$ cat config.mk
export PLATFORM = sky130hd
export DESIGN_NAME = adc_serial_front
export DESIGN_NICKNAME = d
export VERILOG_FILES = /design/src/rtl/adc_sfe_pkg.sv /design/src/rtl/adc_sfe_cmd_rx.sv /design/src/rtl/adc_sfe_dout_seq.sv /design/src/rtl/adc_serial_front.sv
export SDC_FILE = /design/constraint.sdc
export NUM_CORES = 1
export LEC_CHECK = 0
export ABC_CLOCK_PERIOD_IN_PS = 2400
export BUFFER_PORTS_ARGS = -buffer_cell sky130_fd_sc_hd__buf_4
export CAP_MARGIN = 30
export CORE_MARGIN = 5
export CORE_UTILIZATION = 51
export DETAILED_ROUTE_END_ITERATION = 8
export PLACE_DENSITY = 0.76
export SETUP_SLACK_MARGIN = 0.4
export SYNTH_ARGS = -nofsm -noshare
export SYNTH_HDL_FRONTEND = slang
export SYNTH_HIERARCHICAL = 1
export SYNTH_SLANG_ARGS = --single-unit
$ cat constraint.sdc
create_clock -name sclk_i -period 2.4 [get_ports sclk_i]
set_clock_uncertainty 0.05 [all_clocks]
set_input_delay 0.24 -clock sclk_i [delete_from_list [all_inputs] [get_ports sclk_i]]
set_output_delay 0.24 -clock sclk_i [all_outputs]
set_load 0.03 [all_outputs]
$ cat src/rtl/adc_sfe_pkg.sv
package adc_sfe_pkg;

  typedef enum logic [2:0] {
    PH_CFG    = 3'd0,
    PH_SAMPLE = 3'd1,
    PH_NULL   = 3'd2,
    PH_MSB    = 3'd3,
    PH_LSB    = 3'd4,
    PH_ZERO   = 3'd5
  } phase_e;

  // Last clock of the MSB-first phase, counted from the start bit.
  function automatic int msb_last(int res_w);
    return res_w + 6;
  endfunction

  // Phase of a frame for a given clock count after the start bit.
  function automatic phase_e phase_of(int cnt, int res_w);
    if (cnt <= 3)                   return PH_CFG;
    if (cnt <= 5)                   return PH_SAMPLE;
    if (cnt == 6)                   return PH_NULL;
    if (cnt <= msb_last(res_w))     return PH_MSB;
    if (cnt <= 2 * res_w + 5)       return PH_LSB;
    return PH_ZERO;
  endfunction

  // Negative mux input: ground reference when single-ended, pair partner otherwise.
  function automatic logic [2:0] neg_chan(logic single, logic [2:0] sel);
    return single ? 3'd0 : {sel[2:1], ~sel[0]};
  endfunction

endpackage

$ cat src/rtl/adc_sfe_cmd_rx.sv
module adc_sfe_cmd_rx #(
  parameter int RES_W = 12,
  localparam int CNT_MAX = 2 * RES_W + 6,
  localparam int CNT_W = $clog2(CNT_MAX + 1)
) (
  input  logic             sclk_i,
  input  logic             rst_n,
  input  logic             cs_n_i,
  input  logic             din_i,
  output logic             started_o,
  output logic [CNT_W-1:0] cnt_o,
  output logic [3:0]       cfg_o
);

  localparam logic [CNT_W-1:0] CNT_LAST = CNT_W'(CNT_MAX);
  localparam logic [CNT_W-1:0] CFG_BITS = CNT_W'(4);

  logic armed;

  always_ff @(posedge sclk_i or negedge rst_n) begin
    if (!rst_n) begin
      armed     <= 1'b0;
      started_o <= 1'b0;
      cnt_o     <= '0;
      cfg_o     <= '0;
    end else if (cs_n_i) begin
      armed     <= 1'b1;
      started_o <= 1'b0;
      cnt_o     <= '0;
    end else if (!started_o) begin
      if (armed && din_i) begin
        started_o <= 1'b1;
        cnt_o     <= '0;
      end
    end else begin
      if (cnt_o != CNT_LAST) cnt_o <= cnt_o + 1'b1;
      if (cnt_o < CFG_BITS)  cfg_o <= {cfg_o[2:0], din_i};
    end
  end


  arm_gate_chk: assert property (@(posedge sclk_i) disable iff (!rst_n)
    (!armed && !started_o) |=> !started_o);


  start_origin_chk: assert property (@(posedge sclk_i) disable iff (!rst_n)
    $rose(started_o) |-> (cnt_o == '0));

endmodule

$ cat src/rtl/adc_sfe_dout_seq.sv
module adc_sfe_dout_seq
  import adc_sfe_pkg::*;
#(
  parameter int RES_W = 12,
  localparam int CNT_MAX = 2 * RES_W + 6,
  localparam int CNT_W = $clog2(CNT_MAX + 1),
  localparam int IDX_W = $clog2(RES_W)
) (
  input  logic             sclk_i,
  input  logic             rst_n,
  input  logic             cs_n_i,
  input  logic             started_i,
  input  logic [CNT_W-1:0] cnt_i,
  input  logic [RES_W-1:0] result_i,
  output logic             dout_q,
  output logic             drive_q,
  output logic             sample_done_q
);

  localparam logic [CNT_W-1:0] MSB_END   = CNT_W'(msb_last(RES_W));
  localparam logic [CNT_W-1:0] SAMP_LAST = CNT_W'(5);
  localparam logic [CNT_W-1:0] CNT_LAST  = CNT_W'(CNT_MAX);

  logic [RES_W-1:0] hold_q;
  logic [IDX_W-1:0] msb_idx, lsb_idx;
  phase_e           ph;

  assign ph      = phase_of(int'(cnt_i), RES_W);
  assign msb_idx = IDX_W'(MSB_END - cnt_i);
  assign lsb_idx = IDX_W'(cnt_i - MSB_END);

  always_ff @(negedge sclk_i or negedge rst_n) begin
    if (!rst_n) begin
      dout_q        <= 1'b0;
      drive_q       <= 1'b0;
      sample_done_q <= 1'b0;
      hold_q        <= '0;
    end else if (cs_n_i || !started_i) begin
      dout_q        <= 1'b0;
      drive_q       <= 1'b0;
      sample_done_q <= 1'b0;
    end else begin
      case (ph)
        PH_SAMPLE: if (cnt_i == SAMP_LAST) sample_done_q <= 1'b1;
        PH_NULL: begin
          drive_q <= 1'b1;
          dout_q  <= 1'b0;
        end
        PH_MSB: begin
          dout_q          <= result_i[msb_idx];
          hold_q[msb_idx] <= result_i[msb_idx];
        end
        PH_LSB:  dout_q <= hold_q[lsb_idx];
        default: dout_q <= 1'b0;
      endcase
    end
  end


  null_low_chk: assert property (@(posedge sclk_i) disable iff (!rst_n)
    $rose(drive_q) |-> !dout_q);


  zero_fill_chk: assert property (@(posedge sclk_i) disable iff (!rst_n)
    (drive_q && !cs_n_i && started_i && cnt_i == CNT_LAST) |-> !dout_q);

endmodule

$ cat src/rtl/adc_serial_front.sv
module adc_serial_front
  import adc_sfe_pkg::*;
#(
  parameter int RES_W = 12,
  localparam int CNT_MAX = 2 * RES_W + 6,
  localparam int CNT_W = $clog2(CNT_MAX + 1),
  localparam int IDX_W = $clog2(RES_W)
) (
  input  logic             sclk_i,
  input  logic             rst_n,
  input  logic             cs_n_i,
  input  logic             din_i,
  input  logic [RES_W-1:0] result_i,
  output logic             dout_o,
  output logic             dout_oe_o,
  output logic             cfg_valid_o,
  output logic             single_o,
  output logic [2:0]       mux_pos_o,
  output logic [2:0]       mux_neg_o,
  output logic             sample_o,
  output logic             conv_strobe_o,
  output logic [IDX_W-1:0] conv_idx_o
);

  localparam logic [CNT_W-1:0] MSB_END   = CNT_W'(msb_last(RES_W));
  localparam logic [CNT_W-1:0] CFG_DONE  = CNT_W'(4);
  localparam logic [CNT_W-1:0] SAMP_LAST = CNT_W'(5);

  logic             started;
  logic [CNT_W-1:0] cnt;
  logic [3:0]       cfg;
  logic             drive_q, dout_q, sample_done_q;
  phase_e           ph;

  adc_sfe_cmd_rx #(.RES_W(RES_W)) u_rx (
    .sclk_i    (sclk_i),
    .rst_n     (rst_n),
    .cs_n_i    (cs_n_i),
    .din_i     (din_i),
    .started_o (started),
    .cnt_o     (cnt),
    .cfg_o     (cfg)
  );

  adc_sfe_dout_seq #(.RES_W(RES_W)) u_seq (
    .sclk_i        (sclk_i),
    .rst_n         (rst_n),
    .cs_n_i        (cs_n_i),
    .started_i     (started),
    .cnt_i         (cnt),
    .result_i      (result_i),
    .dout_q        (dout_q),
    .drive_q       (drive_q),
    .sample_done_q (sample_done_q)
  );

  assign ph            = phase_of(int'(cnt), RES_W);
  assign cfg_valid_o   = started && (cnt == CFG_DONE);
  assign single_o      = cfg[3];
  assign mux_pos_o     = cfg[2:0];
  assign mux_neg_o     = neg_chan(cfg[3], cfg[2:0]);
  assign sample_o      = started && (ph == PH_SAMPLE) &&
                         !((cnt == SAMP_LAST) && sample_done_q);
  assign conv_strobe_o = started && (ph == PH_MSB);
  assign conv_idx_o    = IDX_W'(MSB_END - cnt);
  assign dout_o        = dout_q;
  assign dout_oe_o     = drive_q && !cs_n_i;


  cfg_pulse_chk: assert property (@(posedge sclk_i) disable iff (!rst_n)
    cfg_valid_o |=> !cfg_valid_o);


  sample_vs_conv_chk: assert property (@(posedge sclk_i) disable iff (!rst_n)
    !(sample_o && conv_strobe_o));


  conv_driving_chk: assert property (@(posedge sclk_i) disable iff (!rst_n)
    (conv_strobe_o && !cs_n_i) |-> dout_oe_o);

endmodule

==> results of run 1 <==
[per-stage QoR]
stage,hold WS [ns],std cells,TNS (ns)
floorplan,-0.106,184,-13.58
global placement,0.112,290,-12.46
detailed placement,0.114,290,-13.41
CTS,0.139,298,-13.03
global route,0.138,300,-14.32
finish,0.143,300,-12.88
[power by group through the flow]
stage	clock (W)	sequential, W	combinational [W]
2_1_floorplan	0	0.000565	0.000171
3_3_place_gp	0	0.000507	0.000377
3_5_place_dp	0	0.000512	0.000389
4_1_cts	0.000257	0.000504	0.000402
5_1_grt	0.000286	0.000509	0.000428
6_report	0.000249	0.000504	0.000401
[sequential cells by signal, summed over array words and instances (netlist names)]
| name | flops |
|---|---|
| u_seq/hold_q | 12 |
| u_rx/cnt_o | 5 |
| u_rx/cfg_o | 4 |
| u_rx/armed | 1 |
| u_rx/started_o | 1 |
| u_seq/dout_q | 1 |
| u_seq/drive_q | 1 |
| u_seq/sample_done_q | 1 |
[metal layers]
layer | track usage, % | wire, um
met5 | 0 | 0
met4 | 3.97 | 36
met3 | 3.88 | 156
met2 | 37.1 | 2660
met1 | 23.4 | 1940
[layout by cell type, fill, tap and decap left out, types with 4 or more instances in the layout]
| master | instances |
|---|---|
| nand3_1 | 7 |
| a21oi_1 | 6 |
| buf_4 | 62 |
| mux2_2 | 5 |
| ha_1 | 14 |
| and3_1 | 4 |
| nor2_1 | 9 |
| inv_1 | 10 |
| mux2_1 | 9 |
| dfrtn_1 | 15 |
| dfrtp_1 | 8 |
| nor2b_1 | 7 |
| mux4_1 | 4 |
| buf_6 | 5 |
| nand4_1 | 11 |
| nand2_1 | 5 |
[cells by family (layout without fill, tap and decap cells)]
kind of cell	Yosys count	in the layout	synth area share [%]
XOR/XNOR	4	4	1.79
multiplexers	23	23	17.4
buffers and inverters	19	87	4.72
flip-flops	26	26	33.2
adder cells (fa/ha/maj)	17	17	10.8
AND/OR/NAND/NOR	65	65	20.0
AO/OA/AOI/OAI	30	30	12.1
[final cells by class]
class | instances | area, um2
clock buffer | 4 | 45.0
inverter | 13 | 56.3
sequential | 26 | 657
fill | 266 | 992
multi-input combinational | 139 | 1310
tap | 48 | 60.1
timing repair buffer | 70 | 567
[what timing repair did]
item | in CTS | in global routing
hold buffers | 1 | 0
gates resized for setup | 13 | 3
endpoints found under the setup margin | 19 | 23
buffers inserted | 3 | 2
hold endpoints to repair | 11 | 0
pin swaps | 0 | 1
[critical path, cell delays in order (launching register included)]
cell and delay (ns):
dfrtp_4 0.55, ha_1 0.22, o311a_1 0.37, a221oi_4 0.23
buf_12 0.17, nand4_1 0.11, mux2_4 0.31
[final timing paths]
kind,cells past startpoint,slack (ns),endpoint,start
hold / removal,2,0.14,u_rx/cfg_o[0]$_DFFE_PN0P_,din_i
setup / recovery,6,-0.96,u_seq/hold_q[0]$_DFFE_NN0P_,u_rx/cnt_o[1]$_DFFE_PN0P_
hold reg to reg,1,0.39,u_seq/hold_q[7]$_DFFE_NN0P_,u_seq/hold_q[7]$_DFFE_NN0P_
max in group asynchronous,2,0.58,u_seq/hold_q[8]$_DFFE_NN0P_,rst_n
setup reg to reg,6,-0.96,u_seq/hold_q[0]$_DFFE_NN0P_,u_rx/cnt_o[1]$_DFFE_PN0P_
min in group asynchronous,2,0.35,u_rx/cnt_o[0]$_DFFE_PN0P_,rst_n
==> metrics.txt, run 1 <==
first-pass GRT wire length 8270 um; largest net degree at the start of global routing 27; unrepaired setup endpoints after global routing true; Internal 0.000759 W; ant diodes 0; Mapped Cells 184; Yosys warnings 6; clock insertion delay at the later pin of the skew report 0.27 ns; top post-synthesis cells by count ha_1, dfrtn_1, inv_1; # DRC 0; worst setup path class reg -> reg; failing checks setup timing; Root Buffer clkbuf_8; status finished with violations; share of layout cells above drive strength 1 41.3%; Synth top area share 19.1%; # nets final 286; TritonCTS Buffers 3; hold crit path type in -> reg; ys flop type dfrtn_1; Final Core Density 73.1%; DP Area 2540 um2; HPWL after DPL 3740 um; final setup violation count 17; grt total ovfl 0; CP Launch Type flip-flop; synthesized area 1960 um2; sw power 0.000395 W; Peak VDD IR 0.000383 V; cell taking the most area after synthesis dfrtn_1; Flop pwr share 43.7%; Net Count, Synth 217; pins over their slew limit 0; CTS tree yes; routability cong. 0.869; Cell Pwr Density 428 nW/um2; max-cap viol count 0; Final Hold Viols 0; dpl ws -1.00 ns; Detailed Route Iter0 Violations 92; Leak 1.25 nW; CTS Buffer Depth 2; clock power share 21.6%; sequential area share after synthesis 33.2%; PnR worst setup slack -0.957 ns; H-tree depth 1; via count 1711; WP data required 1.27 ns; crit path DAT 2.23 ns; crit end category flip-flop; initial antenna violation count 0; top-count cell post-synth ha_1; vias in the first global route 1805; Max FO, Critical Path 13; top cells by area, synth dfrtn_1, dfrtp_1, ha_1; Sw Share 34.2%; Avg Cell Area, Syn 10.7 um2; Vias/cell 5.70; WL per Instance 16.0 um; Post-synth ARST share 100%; FF+latch count, synth 26; io pins 32; CORE AREA 3690 um2; number of enable flip-flop cells after synthesis 0; worst slew margin relative to its limit 70.4%; Logic pwr share 34.7%; gr usage total 19.8%; Total Wirelength 4790 um; Starting Density 53.2%; total power 0.00115 W; clock slew at reported path FFs 0.09 ns; post-synth cell types 54; area grow syn2layout 37.5%; Die Width 72.0 um; Die Y 72.0 um; I/O Buffers 31; Die Footprint 5180 um2; Worst Tran Pin Value 0.432 ns; Final ANT Viol Nets 0; row count 22; cell area after layout 2700 um2; Pre-antenna DRT Iters 4; CTS sink cnt 26
Power figures use the tool's default switching activity.
==> run 2, diff against run 1 <==
- PLACE_DENSITY: 0.76 -> 0.77
==> metrics.txt, run 2 (synthesized netlist as in run 1, its figures left out) <==
largest net degree at the start of global routing 27; Max FO, Critical Path 7; max reg flops 12; WHS Path Cells 2; CTS Buffer Depth 2; WP buf/inv 3; WP data required 1.29 ns; Total Wirelength 6820 um; Die Y 72.0 um; hold slack 0.139 ns; # nets final 302; routability cong. 0.830; TritonCTS Buffers 3; first-pass GRT wire length 10100 um; PnR worst setup slack -1.04 ns; worst slew margin relative to its limit 66.1%; most frequent cells in the layout buf_4, dfrtn_1, buf_6, ha_4, nand4_1; share of layout cells above drive strength 1 58.2%; crit path DAT 2.34 ns; Final ANT Viol Nets 0; worst setup path class reg -> reg; slowest stage delay, CP 0.58 ns; CTS sink cnt 26; CTS tree yes; slowest CP cell dfrtp_4; WL per Instance 21.6 um; Pre-antenna DRT Iters 5; Starting Density 53.2%; status finished with violations; Worst Tran Pin Value 0.507 ns; I/O Buffers 31; Cell Pwr Density 390 nW/um2; Root Buffer clkbuf_8; crit end category flip-flop; Critical path origin u_rx/cnt_o[1]$_DFFE_PN0P_; total power 0.00123 W; HPWL after DPL 3920 um; # fillers 179; biggest registers after layout u_seq/hold_q (12), u_rx/cnt_o (5), u_rx/cfg_o (4); Die Width 72.0 um; crit-path cells inv_6 -> ha_4 -> a21oi_4 -> nand2b_4 -> a221oi_4 -> buf_4 -> buf_12 -> nand3_1 -> mux2_4; ant diodes 0; Die Footprint 5180 um2; pins over their slew limit 0; grt total ovfl 0; Multi-input gate area 1580 um2; beginning of the worst register-to-register path u_rx/cnt_o[1]$_DFFE_PN0P_; row count 22; Peak VDD IR 0.000358 V; most common cell after layout, fill and taps aside buf_4; failing checks setup timing; Non-Filler Instances 316; CORE AREA 3690 um2; Post-Place Cells 291; vias in the first global route 2006; CP Launch Type flip-flop; Detailed Route Iter0 Violations 209; io pins 32; clock insertion delay at the later pin of the skew report 0.29 ns; unrepaired setup endpoints after global routing true; Final Core Density 85.6%; min-delay src din_i; area grow syn2layout 61.0%; max-cap viol count 0; gr usage total 25.4%; Reg2Reg Depth 9; Top reg by flops u_seq/hold_q; dpl ws -1.04 ns; clock slew at reported path FFs 0.10 ns; initial antenna violation count 0; # DRC 0; FF+latch area 657 um2; Top Family by Delay on Critical Path flip-flops; Final Hold Viols 0; hold crit path type in -> reg; critical path depth 9; via count 1969; H-tree depth 1; Vias/cell 6.23; final setup violation count 18; Leak 1.39 nW
[run 2: changes by cell type in the layout (fill, tap and decap cells not counted), sizes merged]
cell,before,now
buf,69,84
clkbuf,4,3
clkinv,0,1
o21bai,2,3
[run 2: worst register-to-register path, cell delays in order, from the launching register on]
cell and delay [ns]:
dfrtp_4 0.58, inv_6 0.12, ha_4 0.14, a21oi_4 0.06, nand2b_4 0.15, a221oi_4 0.30, buf_4 0.17, buf_12 0.11
nand3_1 0.13, mux2_4 0.32
[run 2: power breakdown]
group | switching, W | leakage [nW] | internal [W]
registers | 0.0000382 | 0.343 | 0.000469
logic | 0.000264 | 1.03 | 0.000196
clock network | 0.000146 | 0.0231 | 0.000115
[run 2: repair_timing]
| item | CTS | global route |
|---|---|---|
| endpoints found under the setup margin | 21 | 26 |
| gates resized for setup | 52 | 37 |
| hold buffers | 1 | 0 |
| pin swaps | 6 | 11 |
| endpoints found under the hold margin | 11 | 0 |
| setup buffers | 8 | 10 |
| cloned | 2 | 0 |
[run 2: path summary, 6_finish.rpt]
path / endpoint / slack (ns)
max in group asynchronous: u_seq/hold_q[10]$_DFFE_NN0P_ / 0.57
setup / recovery: u_seq/hold_q[4]$_DFFE_NN0P_ / -1.04
hold / removal: u_rx/cfg_o[0]$_DFFE_PN0P_ / 0.14
min in group asynchronous: u_rx/cnt_o[2]$_DFFE_PN0P_ / 0.35
hold reg to reg: u_seq/hold_q[11]$_DFFE_NN0P_ / 0.41
setup reg to reg: u_seq/hold_q[4]$_DFFE_NN0P_ / -1.04
[run 2: cell type report]
cell class                      count  share of cell area, %
Clock inverter                      1                  0.119
Timing Repair Buffer               85                   23.6
Inverter                           13                   2.10
Multi-Input combinational cell    140                   50.2
Clock buffer                        3                   1.31
Tap cell                           48                   1.90
Sequential cell                    26                   20.8
[run 2: per-layer routing]
layer / global-route usage, % / vias to the layer above / routed length, um
met4: 11.5 / 0 / 356
met1: 28.4 / 955 / 2580
met5: 0 / - / 0
met3: 4.29 / 36 / 352
met2: 46.7 / 114 / 3530
li1: - / 864 / -
[run 2: through the flow]
| stage | cell area, um2 | setup TNS [ns] |
|---|---|---|
| floorplan | 2060 | -13.58 |
| global placement | 2550 | -12.53 |
| detailed placement | 2550 | -13.56 |
| CTS | 2930 | -13.47 |
| global route | 3160 | -15.35 |
| finish | 3160 | -14.51 |
